**config.mk**
```make
export PLATFORM = sky130hd
export DESIGN_NAME = rmap_top
export DESIGN_NICKNAME = d
export VERILOG_FILES = /design/src/rtl/rmap_pkg.sv /design/src/rtl/rmap_narrow_detect.sv /design/src/rtl/rmap_ctrl.sv /design/src/rtl/rmap_datapath.sv /design/src/rtl/rmap_top.sv
export SDC_FILE = /design/constraint.sdc
export NUM_CORES = 1
export LEC_CHECK = 0
export BUFFER_PORTS_ARGS = -buffer_cell sky130_fd_sc_hd__buf_2
export CAP_MARGIN = 20
export CELL_PAD_IN_SITES_DETAIL_PLACEMENT = 1
export CELL_PAD_IN_SITES_GLOBAL_PLACEMENT = 1
export CORE_UTILIZATION = 52
export DETAILED_ROUTE_END_ITERATION = 8
export PLACE_DENSITY = 0.8
export SETUP_SLACK_MARGIN = 0.15
export SYNTH_ARGS = -nofsm -noshare
export SYNTH_HDL_FRONTEND = slang
export SYNTH_SLANG_ARGS = --single-unit
```
**constraint.sdc**
```tcl
create_clock -name clk -period 10 [get_ports clk]
set_clock_uncertainty 0.1 [all_clocks]
set_input_delay 1.5 -clock clk [delete_from_list [all_inputs] [get_ports clk]]
set_output_delay 1.5 -clock clk [all_outputs]
set_load 0.05 [all_outputs]
```
**src/rtl/rmap_pkg.sv**
```systemverilog
package rmap_pkg;
  typedef struct packed {
    logic renWe;
    logic inlineWe;
  } mapStrobe_t;
endpackage

```
**src/rtl/rmap_narrow_detect.sv**
```systemverilog
module rmap_narrow_detect #(
  parameter int DATA_W = 32,
  parameter int VAL_W  = 7
) (
  input  logic [DATA_W-1:0] result,
  output logic              isNarrow,
  output logic [VAL_W-1:0]  narrowVal
);
  // narrow when every bit from VAL_W-1 upward copies the sign bit of the field
  assign isNarrow  = (result[DATA_W-1:VAL_W-1] == {(DATA_W-VAL_W+1){result[VAL_W-1]}});
  assign narrowVal = result[VAL_W-1:0];
endmodule

```
**src/rtl/rmap_ctrl.sv**
```systemverilog
module rmap_ctrl
  import rmap_pkg::*;
#(
  parameter int LOG_W = 5,
  parameter int TAG_W = 6
) (
  input  logic             clk,
  input  logic             rstN,
  input  logic             renWe,
  input  logic [LOG_W-1:0] renIdx,
  input  logic             wbValid,
  input  logic [LOG_W-1:0] wbIdx,
  input  logic [TAG_W-1:0] wbTag,
  input  logic             isNarrow,
  input  logic             wbEntValid,
  input  logic             wbEntInl,
  input  logic [TAG_W-1:0] wbEntTag,
  output mapStrobe_t       strobe,
  output logic             relValid,
  output logic [TAG_W-1:0] relTag
);
  logic tagHit;
  logic renClash;
  logic accept;
  logic relValidQ;
  logic [TAG_W-1:0] relTagQ;

  assign tagHit   = wbEntValid && !wbEntInl && (wbEntTag == wbTag);
  assign renClash = renWe && (renIdx == wbIdx);
  assign accept   = wbValid && isNarrow && tagHit && !renClash;

  always_comb begin
    strobe          = '0;
    strobe.renWe    = renWe;
    strobe.inlineWe = accept;
  end

  always_ff @(posedge clk) begin
    if (!rstN) begin
      relValidQ <= 1'b0;
      relTagQ   <= '0;
    end else begin
      relValidQ <= accept;
      if (accept) relTagQ <= wbTag;
    end
  end

  assign relValid = relValidQ;
  assign relTag   = relTagQ;

  // release follows an accepted update, carrying the producing tag
  a_r9_release_after_accept: assert property (@(posedge clk) disable iff (!rstN)
    strobe.inlineWe |=> (relValid && relTag == $past(wbTag)));
  // no release without an accepted update
  a_r9_no_spurious_release: assert property (@(posedge clk) disable iff (!rstN)
    !strobe.inlineWe |=> !relValid);
endmodule

```
**src/rtl/rmap_datapath.sv**
```systemverilog
module rmap_datapath
  import rmap_pkg::*;
#(
  parameter int NUM_LOG = 32,
  parameter int DATA_W  = 32,
  parameter int VAL_W   = 7,
  parameter int LOG_W   = 5,
  parameter int TAG_W   = 6
) (
  input  logic              clk,
  input  logic              rstN,
  input  mapStrobe_t        strobe,
  input  logic [LOG_W-1:0]  renIdx,
  input  logic [TAG_W-1:0]  renTag,
  input  logic [LOG_W-1:0]  wbIdx,
  input  logic [VAL_W-1:0]  wbVal,
  input  logic [LOG_W-1:0]  srcAIdx,
  input  logic [LOG_W-1:0]  srcBIdx,
  output logic              wbEntValid,
  output logic              wbEntInl,
  output logic [TAG_W-1:0]  wbEntTag,
  output logic              srcAValid,
  output logic              srcAImm,
  output logic [TAG_W-1:0]  srcATag,
  output logic [DATA_W-1:0] srcAData,
  output logic              srcBValid,
  output logic              srcBImm,
  output logic [TAG_W-1:0]  srcBTag,
  output logic [DATA_W-1:0] srcBData
);
  localparam int EXT_W = DATA_W - VAL_W;

  logic              validQ [NUM_LOG];
  logic              inlQ   [NUM_LOG];
  logic [TAG_W-1:0]  tagQ   [NUM_LOG];
  logic [VAL_W-1:0]  valQ   [NUM_LOG];

  always_ff @(posedge clk) begin
    if (!rstN) begin
      for (int i = 0; i < NUM_LOG; i++) begin
        validQ[i] <= 1'b0;
        inlQ[i]   <= 1'b0;
        tagQ[i]   <= '0;
        valQ[i]   <= '0;
      end
    end else begin
      if (strobe.inlineWe) begin
        inlQ[wbIdx] <= 1'b1;
        valQ[wbIdx] <= wbVal;
      end
      // rename last: it wins any collision
      if (strobe.renWe) begin
        validQ[renIdx] <= 1'b1;
        inlQ[renIdx]   <= 1'b0;
        tagQ[renIdx]   <= renTag;
      end
    end
  end

  assign wbEntValid = validQ[wbIdx];
  assign wbEntInl   = inlQ[wbIdx];
  assign wbEntTag   = tagQ[wbIdx];

  assign srcAValid = validQ[srcAIdx];
  assign srcAImm   = inlQ[srcAIdx];
  assign srcATag   = tagQ[srcAIdx];
  assign srcAData  = inlQ[srcAIdx] ? {{EXT_W{valQ[srcAIdx][VAL_W-1]}}, valQ[srcAIdx]} : '0;

  assign srcBValid = validQ[srcBIdx];
  assign srcBImm   = inlQ[srcBIdx];
  assign srcBTag   = tagQ[srcBIdx];
  assign srcBData  = inlQ[srcBIdx] ? {{EXT_W{valQ[srcBIdx][VAL_W-1]}}, valQ[srcBIdx]} : '0;

  // rename installs a tag and clears the inline flag
  a_r2_rename_installs: assert property (@(posedge clk) disable iff (!rstN)
    strobe.renWe |=> (validQ[$past(renIdx)] && tagQ[$past(renIdx)] == $past(renTag)));
  a_r11_rename_clears_inline: assert property (@(posedge clk) disable iff (!rstN)
    strobe.renWe |=> !inlQ[$past(renIdx)]);
  // accepted writeback leaves the value inlined
  a_r5_inline_stored: assert property (@(posedge clk) disable iff (!rstN)
    strobe.inlineWe |=> (inlQ[$past(wbIdx)] && valQ[$past(wbIdx)] == $past(wbVal)));
  // the controller only accepts into a mapped, non-inlined entry
  a_r10_target_mapped: assert property (@(posedge clk) disable iff (!rstN)
    strobe.inlineWe |-> (validQ[wbIdx] && !inlQ[wbIdx]));
endmodule

```
**src/rtl/rmap_top.sv**
```systemverilog
module rmap_top
  import rmap_pkg::*;
#(
  parameter int NUM_LOG  = 32,
  parameter int NUM_PHYS = 64,
  parameter int DATA_W   = 32,
  parameter int VAL_W    = 7,
  localparam int LOG_W   = $clog2(NUM_LOG),
  localparam int TAG_W   = $clog2(NUM_PHYS)
) (
  input  logic              clk,
  input  logic              rstN,
  input  logic [LOG_W-1:0]  srcAIdx,
  input  logic [LOG_W-1:0]  srcBIdx,
  input  logic              renWe,
  input  logic [LOG_W-1:0]  renIdx,
  input  logic [TAG_W-1:0]  renTag,
  input  logic              wbValid,
  input  logic [LOG_W-1:0]  wbIdx,
  input  logic [TAG_W-1:0]  wbTag,
  input  logic [DATA_W-1:0] wbResult,
  output logic              srcAValid,
  output logic              srcAImm,
  output logic [TAG_W-1:0]  srcATag,
  output logic [DATA_W-1:0] srcAData,
  output logic              srcBValid,
  output logic              srcBImm,
  output logic [TAG_W-1:0]  srcBTag,
  output logic [DATA_W-1:0] srcBData,
  output logic              relValid,
  output logic [TAG_W-1:0]  relTag
);
  mapStrobe_t       strobe;
  logic             isNarrow;
  logic [VAL_W-1:0] narrowVal;
  logic             wbEntValid;
  logic             wbEntInl;
  logic [TAG_W-1:0] wbEntTag;

  rmap_narrow_detect #(.DATA_W(DATA_W), .VAL_W(VAL_W)) u_detect (
    .result(wbResult), .isNarrow(isNarrow), .narrowVal(narrowVal)
  );

  rmap_ctrl #(.LOG_W(LOG_W), .TAG_W(TAG_W)) u_ctrl (
    .clk(clk), .rstN(rstN), .renWe(renWe), .renIdx(renIdx),
    .wbValid(wbValid), .wbIdx(wbIdx), .wbTag(wbTag), .isNarrow(isNarrow),
    .wbEntValid(wbEntValid), .wbEntInl(wbEntInl), .wbEntTag(wbEntTag),
    .strobe(strobe), .relValid(relValid), .relTag(relTag)
  );

  rmap_datapath #(.NUM_LOG(NUM_LOG), .DATA_W(DATA_W), .VAL_W(VAL_W),
                  .LOG_W(LOG_W), .TAG_W(TAG_W)) u_dp (
    .clk(clk), .rstN(rstN), .strobe(strobe),
    .renIdx(renIdx), .renTag(renTag), .wbIdx(wbIdx), .wbVal(narrowVal),
    .srcAIdx(srcAIdx), .srcBIdx(srcBIdx),
    .wbEntValid(wbEntValid), .wbEntInl(wbEntInl), .wbEntTag(wbEntTag),
    .srcAValid(srcAValid), .srcAImm(srcAImm), .srcATag(srcATag), .srcAData(srcAData),
    .srcBValid(srcBValid), .srcBImm(srcBImm), .srcBTag(srcBTag), .srcBData(srcBData)
  );
endmodule

```
==> impl_metrics.toml, run 1 <==
[floorplan]
ioPinCount = 155
fp.dieH_um = 238
rows = 86
die_w_um = 238
start_util_pct = 52.7
design.core.area_um2 = 55200
floorplan.die_area_um2 = 56900

[logic_synthesis]
share_of_flip_flops_with_an_asynchronous_set_or_reset_after_synthesis_pct = 0
yosysSeqAreaShare_pct = 47.8
netlist_top_cells_count = "sky130_fd_sc_hd__edfxtp_1 (416), sky130_fd_sc_hd__mux4_2 (306), sky130_fd_sc_hd__and3_1 (192)"
ys_top_cells_by_area = "sky130_fd_sc_hd__edfxtp_1 (43%), sky130_fd_sc_hd__mux4_2 (24%), sky130_fd_sc_hd__dfxtp_1 (4.9%), sky130_fd_sc_hd__mux2i_1 (4.8%), sky130_fd_sc_hd__and3_1 (4.1%)"
yosys_warnings = 0
synth-seq-cells = 487
dominantRegCellSynth = "sky130_fd_sc_hd__edfxtp_1"
number_of_synthesized_flops_with_an_enable_pin = 416
synth_cell_types = 48
synthCells = 2172
mappedNetlistNets = 2240
yosys.area.top_type_share_pct = 43.0
yosys.cell_count.top_type = "sky130_fd_sc_hd__edfxtp_1"
syn-cell-area_um2 = 29100
synth_area_leader_cell = "sky130_fd_sc_hd__edfxtp_1"
synthesis.area_per_instance_um2 = 13.4

[timing]
maxSlewViolCount = 0
timing.final.crit_share_pct = 71.9
slew_worst_pin_ps = 1170
timing.fmax_ghz = 0.139
max_slew_margin_pct = 21.9
timing.final.setup_violations = 0
hold_violation_total_from_the_final_report = 0
rsz0062_at_grt = "no"
timing.setup.tns_ps = 0
finalWorstPathRequiredPeriod_ps = 7190

[min_path]
worst_hold_path_type = "flip-flop to flip-flop"
hold_path_depth = 2
holdPathEnd = "u_ctrl.relTag[1]$_SDFFE_PN0P_"
hold_start = "u_ctrl.relTag[1]$_SDFFE_PN0P_"

[routing]
iter_0_drt_violations = 3258
route.final.wire_length_um = 113000
wl_per_cell_um = 38.7
vias = 22600
route.detailed.vias_per_inst = 7.70
ant_nets = 0
drc_errors = 0
drt_pre_antenna_iters = 6

[layout]
fin_area_um2 = 31400
nets = 2207
fillCellCount = 5324
drive_above_1_share_pct = 28.9
layout_area_growth_over_synthesis_pct = 7.88

[clock_network]
clkLatencyLatePin_ps = 650
cts_sinks = 487
max-clock-path-buffers = 3
clk_pin_slew_worst_paths_ps = 70
tritoncts.num_buffers = 52
cts_hold_repair.buffers = 0
clockRootBuffer = "sky130_fd_sc_hd__clkbuf_16"
tritoncts = "yes"
post-cts-setup-buffer-count = 0
cts-htree-levels = 2
cts_repair_resize_count = 0

[setup_path]
critical_path_cell_sequence = "buf_2 -> nand4bb_1 -> o22ai_1 -> nor4_1 -> and3_1 -> nor4_4 -> nand4_4 -> buf_4 -> buf_4 -> o31ai_1"
critical-path-top-delay-family = "simple AND/OR/NAND/NOR gates"
critPathCaptureType = "flip-flop"
critPathKind = "input pin to flip-flop"
critical_path.slowest_cell = "sky130_fd_sc_hd__o31ai_1"
critPathLaunchType = "input pin"
timing.critical_path.arrival_ps = 7320
cp_slowest_stage_delay_ps = 990
worst-r2r-cell-count = 9
regToRegEndpoint = "u_dp.valQ[9][0]$_SDFFCE_PN0P_"
setup.reg_to_reg.worst_slack_ps = 4550
regToRegStartpoint = "u_dp.tagQ[8][1]$_SDFFCE_PN0P_"
worst-path-buf-inv = 3
dominant_cell_type_by_count_on_the_critical_path = "sky130_fd_sc_hd__buf_4"
critical_path_required_ps = 10130
path_max_fanout = 86

[pwr]
power.density_cell_area_nw_per_um2 = 156
p_leak_nw = 11.5
vdd.ir_drop.worst_mv = 0.169

[run_status]
outcome = "finished, final reports clean"

[flow_run]
drv.max_cap_violation_count = 0

[global_routing]
wire_length_of_the_first_global_routing_pass_um = 162000
global_route_total_usage_across_every_layer_pct = 40.1
grt_pass1_vias = 22700
grt_max_degree = 93
grt.overflow.total = 0
antenna_violations_before_repair = 3

[placed_design]
placed_cell_area_um2 = 29800
dpl.hpwl_um = 75400
globalplace.congestion = 0.926
portBuffers = 154
==> report_power, final <==
group          switching, mW  internal, mW
combinational          0.450         0.266
clock                  0.866         0.986
sequential            0.0638          2.28
total                   1.38          3.53
==> layer usage <==
| layer | GRT usage (%) | routed length (um) | vias to the layer above |
|---|---|---|---|
| met4 | 27.0 | 9120 | 4 |
| met1 | 48.6 | 37900 | 11500 |
| li1 | - | - | 8710 |
| met3 | 10.1 | 12800 | 489 |
| met2 | 63.7 | 53500 | 1820 |
| met5 | 0 | 27 | - |
==> area by class of cell <==
class | count | area (um^2) | area share, %
Antenna cell | 2 | 5.00 | 0.0160
Clock buffer | 73 | 1410 | 4.50
Clock inverter | 22 | 135 | 0.431
Inverter | 6 | 22.5 | 0.0718
Multi-Input combinational cell | 1371 | 13700 | 43.5
Sequential cell | 487 | 13900 | 44.3
Tap cell | 748 | 936 | 2.98
Timing Repair Buffer | 221 | 1290 | 4.13
==> sequential cells by signal, summed over array words and instances, names as in the netlist <==
signal           count
u_ctrl.relTag        6
u_ctrl.relValid      1
u_dp.inlQ           32
u_dp.tagQ          192
u_dp.valQ          224
u_dp.validQ         32
==> kinds of logic after synthesis <==
family                 count (synthesis)  synth area share (%)
AO/OA/AOI/OAI                        136                  3.02
XOR/XNOR                               5                 0.151
buffers and inverters                314                  5.41
flip-flops                           487                  47.8
multiplexers                         459                  29.0
AND/OR/NAND/NOR                      771                  14.6
==> metrics by stage <==
| stage | cells | total power, mW | util [%] | hold slack (ps) | worst slack, ps |
|---|---|---|---|---|---|
| 2_1_floorplan | 2172 | 2.81 | - | 350 | 3600 |
| 3_3_place_gp | 2822 | 3.04 | 53.9 | 343 | 2730 |
| 3_5_place_dp | 2824 | 3.07 | 53.9 | 352 | 2350 |
| 4_1_cts | 2919 | 4.88 | 56.7 | 361 | 2980 |
| 5_1_grt | 2928 | 4.99 | 56.8 | 383 | 2670 |
| 6_report | 2930 | 4.91 | 56.8 | 359 | 2810 |
==> worst reg2reg max path, cell delays in order (launching register included) <==
cell and delay, ps:
sky130_fd_sc_hd__edfxtp_1 450, sky130_fd_sc_hd__mux2i_1 310, sky130_fd_sc_hd__o22ai_1 130, sky130_fd_sc_hd__nor4_1 520, sky130_fd_sc_hd__a21oi_1 200, sky130_fd_sc_hd__nor4_4 750
sky130_fd_sc_hd__nand4_4 430, sky130_fd_sc_hd__buf_4 550, sky130_fd_sc_hd__buf_4 560, sky130_fd_sc_hd__o31ai_1 1060
==> worst max path at each step <==
stage	startpoint	endpoint	slack, ps	depth (start not counted)
floorplan	srcAIdx[0]	srcAData[10]	3600	7
global placement	wbIdx[0]	u_dp.valQ[3][0]$_SDFFCE_PN0P_	2730	11
detailed placement	wbIdx[0]	u_dp.valQ[3][0]$_SDFFCE_PN0P_	2350	11
CTS	wbIdx[0]	u_dp.valQ[3][2]$_SDFFCE_PN0P_	2980	11
global route	wbIdx[0]	u_dp.valQ[13][6]$_SDFFCE_PN0P_	2670	11
finish	wbIdx[1]	u_dp.valQ[9][0]$_SDFFCE_PN0P_	2810	10
==> cells in the final DEF, fill, tap and decap left out, types with 6 or more instances in the layout <==
master / n
sky130_fd_sc_hd__and3_1: 192
sky130_fd_sc_hd__o22ai_1: 58
sky130_fd_sc_hd__and2_1: 10
sky130_fd_sc_hd__nand4bb_1: 6
sky130_fd_sc_hd__nor2_1: 88
sky130_fd_sc_hd__clkbuf_8: 6
sky130_fd_sc_hd__nor3_1: 7
sky130_fd_sc_hd__mux2_2: 14
sky130_fd_sc_hd__clkbuf_16: 52
sky130_fd_sc_hd__edfxtp_1: 416
sky130_fd_sc_hd__mux2i_1: 139
sky130_fd_sc_hd__o31ai_1: 32
sky130_fd_sc_hd__clkinv_1: 10
sky130_fd_sc_hd__nand4_1: 13
sky130_fd_sc_hd__clkbuf_1: 17
sky130_fd_sc_hd__nand2_1: 163
sky130_fd_sc_hd__mux4_2: 306
sky130_fd_sc_hd__nand3_1: 70
sky130_fd_sc_hd__o21ai_0: 34
sky130_fd_sc_hd__buf_2: 153
sky130_fd_sc_hd__dfxtp_1: 71
sky130_fd_sc_hd__clkinv_2: 7
sky130_fd_sc_hd__nor4_1: 180
sky130_fd_sc_hd__buf_4: 60
Power figures use the tool's default switching activity.
==> run 2, diff against run 1 <==
- clock period: 10 -> 6.8 ns (I/O delays scaled with it)
==> impl_metrics.toml, run 2 (synthesis gave the netlist of run 1 again) <==
[min_path]
worst_hold_path_type = "flip-flop to flip-flop"

[clock_network]
cts_hold_repair.buffers = 0
clkLatencyLatePin_ps = 640
tritoncts = "yes"
post-cts-setup-buffer-count = 0
cts_sinks = 487
clk_pin_slew_worst_paths_ps = 60
max-clock-path-buffers = 3
cts_repair_resize_count = 0
tritoncts.num_buffers = 54
cts-htree-levels = 2
clockRootBuffer = "sky130_fd_sc_hd__clkbuf_16"

[timing]
slew_worst_pin_ps = 1230
max_slew_margin_pct = 18.0
timing.fmax_ghz = 0.192
maxSlewViolCount = 0
timing.final.crit_share_pct = 76.6
rsz0062_at_grt = "no"
hold_violation_total_from_the_final_report = 0
finalWorstPathRequiredPeriod_ps = 5210
timing.final.setup_violations = 0
timing.setup.tns_ps = 0

[pwr]
p_leak_nw = 11.9
internal_power_mw = 5.63
power.combinational.fraction_pct = 13.6
power.density_cell_area_nw_per_um2 = 240
p_switching_mw = 2.04
pwr-share-seq_pct = 45.0
clockPowerShare_pct = 41.4
sw_ratio_pct = 26.6
vdd.ir_drop.worst_mv = 0.289

[routing]
route.final.wire_length_um = 112000
vias = 22700
wl_per_cell_um = 37.7
iter_0_drt_violations = 3351
drt_pre_antenna_iters = 5
ant_nets = 0
drc_errors = 0
route.detailed.vias_per_inst = 7.65

[global_routing]
global_route_total_usage_across_every_layer_pct = 39.4
grt_pass1_vias = 22600
grt_max_degree = 185
grt.overflow.total = 0
wire_length_of_the_first_global_routing_pass_um = 161000
antenna_violations_before_repair = 3

[layout]
registers.top_by_ff_count = "u_dp.valQ"
largest_register_ff_count = 224
antenna_cells = 0
drive_above_1_share_pct = 30.4
commonest_cells_after_routing_fill_and_taps_aside = "sky130_fd_sc_hd__edfxtp_1 (416), sky130_fd_sc_hd__mux4_2 (306), sky130_fd_sc_hd__and3_1 (192)"
nets = 2240
reg.largest.list = "u_dp.valQ (224), u_dp.tagQ (192)"
finalCoreUtilization_pct = 57.9
fillCellCount = 5300
layout_area_growth_over_synthesis_pct = 9.98
layout.cells.non_filler = 2962
mostFrequentLayoutCell = "sky130_fd_sc_hd__edfxtp_1"

[placed_design]
dpl.hpwl_um = 75600
dpl.cell_count = 2862
portBuffers = 154
globalplace.congestion = 0.953

[floorplan]
rows = 86
start_util_pct = 52.7
design.core.area_um2 = 55200
ioPinCount = 155
fp.dieH_um = 238
floorplan.die_area_um2 = 56900
die_w_um = 238

[run_status]
outcome = "finished, final reports clean"

[setup_path]
timing.critical_path.arrival_ps = 5440
critPathKind = "input pin to flip-flop"
critPathLaunchType = "input pin"
critical_path_required_ps = 7030
critPathCaptureType = "flip-flop"
path_max_fanout = 184

[flow_run]
drv.max_cap_violation_count = 0
==> run 2: cell types whose count changed in the layout (fill, tap and decap cells not counted), moves of 3 or more <==
cell | previous run | this run
sky130_fd_sc_hd__buf_12 | 0 | 4
sky130_fd_sc_hd__buf_2 | 153 | 147
sky130_fd_sc_hd__buf_4 | 60 | 96
sky130_fd_sc_hd__bufinv_16 | 0 | 11
sky130_fd_sc_hd__clkbuf_1 | 17 | 10
sky130_fd_sc_hd__clkbuf_2 | 4 | 0
sky130_fd_sc_hd__clkbuf_8 | 6 | 3
sky130_fd_sc_hd__clkinv_1 | 10 | 7
sky130_fd_sc_hd__clkinv_2 | 7 | 12
==> run 2: layout make-up <==
cell class                 instances  area, um^2  share of cell area [%]
clock buffer                      64        1390                    4.34
clock inverter                    34         469                    1.47
inverter                           6        22.5                  0.0704
multi-input combinational       1371       13700                    42.7
sequential                       487       13900                    43.5
tap                              748         936                    2.93
timing repair buffer             252        1600                    5.00
==> run 2: path summary, 6_finish.rpt <==
| path | from | endpoint | slack [ps] | cells past startpoint |
|---|---|---|---|---|
| setup / recovery | wbIdx[0] | u_dp.valQ[13][5]$_SDFFCE_PN0P_ | 1590 | 11 |
| hold / removal | u_ctrl.relTag[0]$_SDFFE_PN0P_ | u_ctrl.relTag[0]$_SDFFE_PN0P_ | 360 | 2 |
| setup reg to reg | u_dp.tagQ[1][2]$_SDFFCE_PN0P_ | u_dp.valQ[13][5]$_SDFFCE_PN0P_ | 2680 | 9 |
| hold reg to reg | u_ctrl.relTag[0]$_SDFFE_PN0P_ | u_ctrl.relTag[0]$_SDFFE_PN0P_ | 360 | 2 |
==> run 2: stage by stage <==
stage	instance area, um^2	hold WS [ps]	setup WS [ps]	total power [mW]
floorplan	29100	350	1360	4.13
global placement	30100	341	1210	4.48
detailed placement	30100	357	1120	4.52
CTS	32000	364	1480	7.64
global route	32000	388	1470	7.78
finish	32000	364	1590	7.67
==> run 2: metal layers <==
metal	part of all wire, %	global-route usage [%]	wire length, um
met3	11	9.03	12500
met1	34	49.3	38100
met2	47	62.4	52600
met5	0.030	0	34
met4	7.4	25.0	8280
==> run 2: power groups by stage <==
| stage | registers [mW] | logic [mW] | clock network, mW |
|---|---|---|---|
| final | 3.45 | 1.05 | 3.17 |
| after global routing | 3.46 | 1.07 | 3.26 |
| after CTS | 3.44 | 1.02 | 3.17 |
| after detailed placement | 3.51 | 1.02 | 0 |
| after global placement | 3.49 | 0.989 | 0 |
| after floorplan | 3.45 | 0.676 | 0 |
==> run 2: worst max-delay path, stage by stage <==
cell	delay (ps)
sky130_fd_sc_hd__buf_6	710
sky130_fd_sc_hd__buf_12	390
sky130_fd_sc_hd__mux2i_1	350
sky130_fd_sc_hd__o22ai_1	180
sky130_fd_sc_hd__nor4_1	380
sky130_fd_sc_hd__a21oi_1	200
sky130_fd_sc_hd__nor4_4	690
sky130_fd_sc_hd__nand4_4	180
sky130_fd_sc_hd__buf_12	370
sky130_fd_sc_hd__o31ai_1	520
sky130_fd_sc_hd__buf_4	230
==> run 3, diff against run 2 <==
- CORE_UTILIZATION: 52 -> 47
- PLACE_DENSITY: 0.8 -> 0.76
- clock period: 6.8 -> 4.6 ns (I/O delays scaled with it)
==> impl_metrics.toml, run 3 (synthesis gave the netlist of run 1 again) <==
[setup_path]
critPathKind = "input pin to primary output"
path_max_fanout = 39
critical_path_required_ps = 3810
regToRegStartpoint = "u_dp.tagQ[5][0]$_SDFFCE_PN0P_"
critPathLaunchType = "input pin"
regToRegEndpoint = "u_dp.valQ[0][0]$_SDFFCE_PN0P_"
timing.critical_path.arrival_ps = 3300
critPathCaptureType = "primary output"
worst-r2r-cell-count = 8
setup.reg_to_reg.worst_slack_ps = 930

[clock_network]
tritoncts.num_buffers = 54
cts-htree-levels = 2
max-clock-path-buffers = 3
cts_repair_resize_count = 0
post-cts-setup-buffer-count = 0
clk_pin_slew_worst_paths_ps = 60
tritoncts = "yes"
clockRootBuffer = "sky130_fd_sc_hd__clkbuf_16"
cts_sinks = 487
clkLatencyLatePin_ps = 640
cts_hold_repair.buffers = 0

[layout]
finalCoreUtilization_pct = 53.3
fillCellCount = 5969
largest_register_ff_count = 224
registers.top_by_ff_count = "u_dp.valQ"
antenna_cells = 0
mostFrequentLayoutCell = "sky130_fd_sc_hd__edfxtp_1"
drive_above_1_share_pct = 32.0
reg.largest.list = "u_dp.valQ (224), u_dp.tagQ (192)"
layout_area_growth_over_synthesis_pct = 11.3
commonest_cells_after_routing_fill_and_taps_aside = "sky130_fd_sc_hd__edfxtp_1 (416), sky130_fd_sc_hd__mux4_2 (306), sky130_fd_sc_hd__and3_1 (192)"
nets = 2290

[global_routing]
grt.overflow.total = 0
grt.busiest_layer = "met2"
grt_pass1_vias = 22600
wire_length_of_the_first_global_routing_pass_um = 154000
global_route_total_usage_across_every_layer_pct = 33.4
grt_max_degree = 100
global_route.usage.met2_pct = 55.7
antenna_violations_before_repair = 2
met3_routing_resource_usage_after_global_routing_pct = 5.73
global_route.usage.met1_pct = 41.6

[timing]
maxSlewViolCount = 0
finalWorstPathRequiredPeriod_ps = 4090
rsz0062_at_grt = "no"
timing.setup.tns_ps = 0
hold_violation_total_from_the_final_report = 0
max_slew_margin_pct = 24.5
timing.final.crit_share_pct = 88.9
timing.final.setup_violations = 0
timing.fmax_ghz = 0.245
slew_worst_pin_ps = 1130

[floorplan]
floorplan.die_area_um2 = 62900
die_w_um = 251
rows = 90
design.core.area_um2 = 60700
start_util_pct = 47.9
fp.dieH_um = 251
ioPinCount = 155

[placed_design]
portBuffers = 154
dpl.hpwl_um = 74300
globalplace.congestion = 0.916

[flow_run]
drv.max_cap_violation_count = 0

[min_path]
hold_path_depth = 3
hold_start = "wbTag[5]"
holdPathEnd = "u_ctrl.relTag[5]$_SDFFE_PN0P_"
worst_hold_path_type = "input pin to flip-flop"

[pwr]
power.density_cell_area_nw_per_um2 = 340
p_leak_nw = 12.1
vdd.ir_drop.worst_mv = 0.278

[routing]
drt_pre_antenna_iters = 7
iter_0_drt_violations = 2703
ant_nets = 0
route.final.wire_length_um = 104000
route.detailed.vias_per_inst = 7.20
drc_errors = 0
vias = 22000
wl_per_cell_um = 34.2

[run_status]
outcome = "finished, final reports clean"
-- run 3: cell count changes in the layout (fill, tap and decap cells not counted), moves of 3 or more --
cell	before	now
sky130_fd_sc_hd__buf_4	96	142
sky130_fd_sc_hd__clkinvlp_4	1	4
sky130_fd_sc_hd__buf_12	4	10
sky130_fd_sc_hd__clkinv_1	7	12
sky130_fd_sc_hd__bufinv_16	11	4
sky130_fd_sc_hd__clkbuf_1	10	6
-- run 3: cell type report --
| cell class | instances | area (um^2) | share of cell area [%] |
|---|---|---|---|
| Clock buffer | 65 | 1450 | 4.47 |
| Clock inverter | 35 | 300 | 0.928 |
| Timing Repair Buffer | 302 | 2040 | 6.31 |
| Inverter | 6 | 22.5 | 0.0696 |
| Tap cell | 782 | 978 | 3.02 |
| Multi-Input combinational cell | 1371 | 13700 | 42.2 |
| Sequential cell | 487 | 13900 | 43.0 |
-- run 3: worst max-delay path: stages --
cell and delay (ps):
sky130_fd_sc_hd__clkbuf_8 460, sky130_fd_sc_hd__buf_4 390, sky130_fd_sc_hd__mux4_2 580, sky130_fd_sc_hd__mux4_2 530
sky130_fd_sc_hd__mux2i_1 280, sky130_fd_sc_hd__nor2_1 80, sky130_fd_sc_hd__buf_2 220
-- run 3: per-stage QoR --
stage / total power [mW] / area [um^2] / cells / worst slack, ps / hold slack, ps
floorplan: 6.10 / 29100 / 2172 / 394 / 350
global placement: 6.63 / 30600 / 2948 / 196 / 343
detailed placement: 6.70 / 30600 / 2948 / 109 / 356
CTS: 11.0 / 32400 / 3048 / 518 / 268
global route: 11.2 / 32400 / 3048 / 341 / 294
finish: 11.0 / 32400 / 3048 / 511 / 290
-- run 3: report_power, final --
group,switching (mW),internal (mW),leakage [nW]
registers,0.134,4.95,4.71
logic,0.936,0.621,6.49
clock network,1.89,2.47,0.855
-- run 3: routing by layer --
| metal | part of all wire, % | routed length [um] |
|---|---|---|
| met1 | 36 | 37100 |
| met2 | 50 | 51600 |
| met3 | 9.1 | 9440 |
| met4 | 5.8 | 6030 |
| met5 | 0.012 | 13 |
-- run 3: worst max-delay path by stage --
| stage | start | to | depth (start not counted) |
|---|---|---|---|
| after floorplan | srcAIdx[0] | srcAData[10] | 7 |
| after global placement | wbIdx[1] | u_dp.valQ[17][3]$_SDFFCE_PN0P_ | 10 |
| after detailed placement | wbIdx[1] | u_dp.valQ[28][5]$_SDFFCE_PN0P_ | 9 |
| after CTS | srcAIdx[0] | srcAData[0] | 7 |
| after global routing | wbIdx[0] | u_dp.valQ[0][6]$_SDFFCE_PN0P_ | 10 |
| final | srcAIdx[0] | srcAData[1] | 7 |
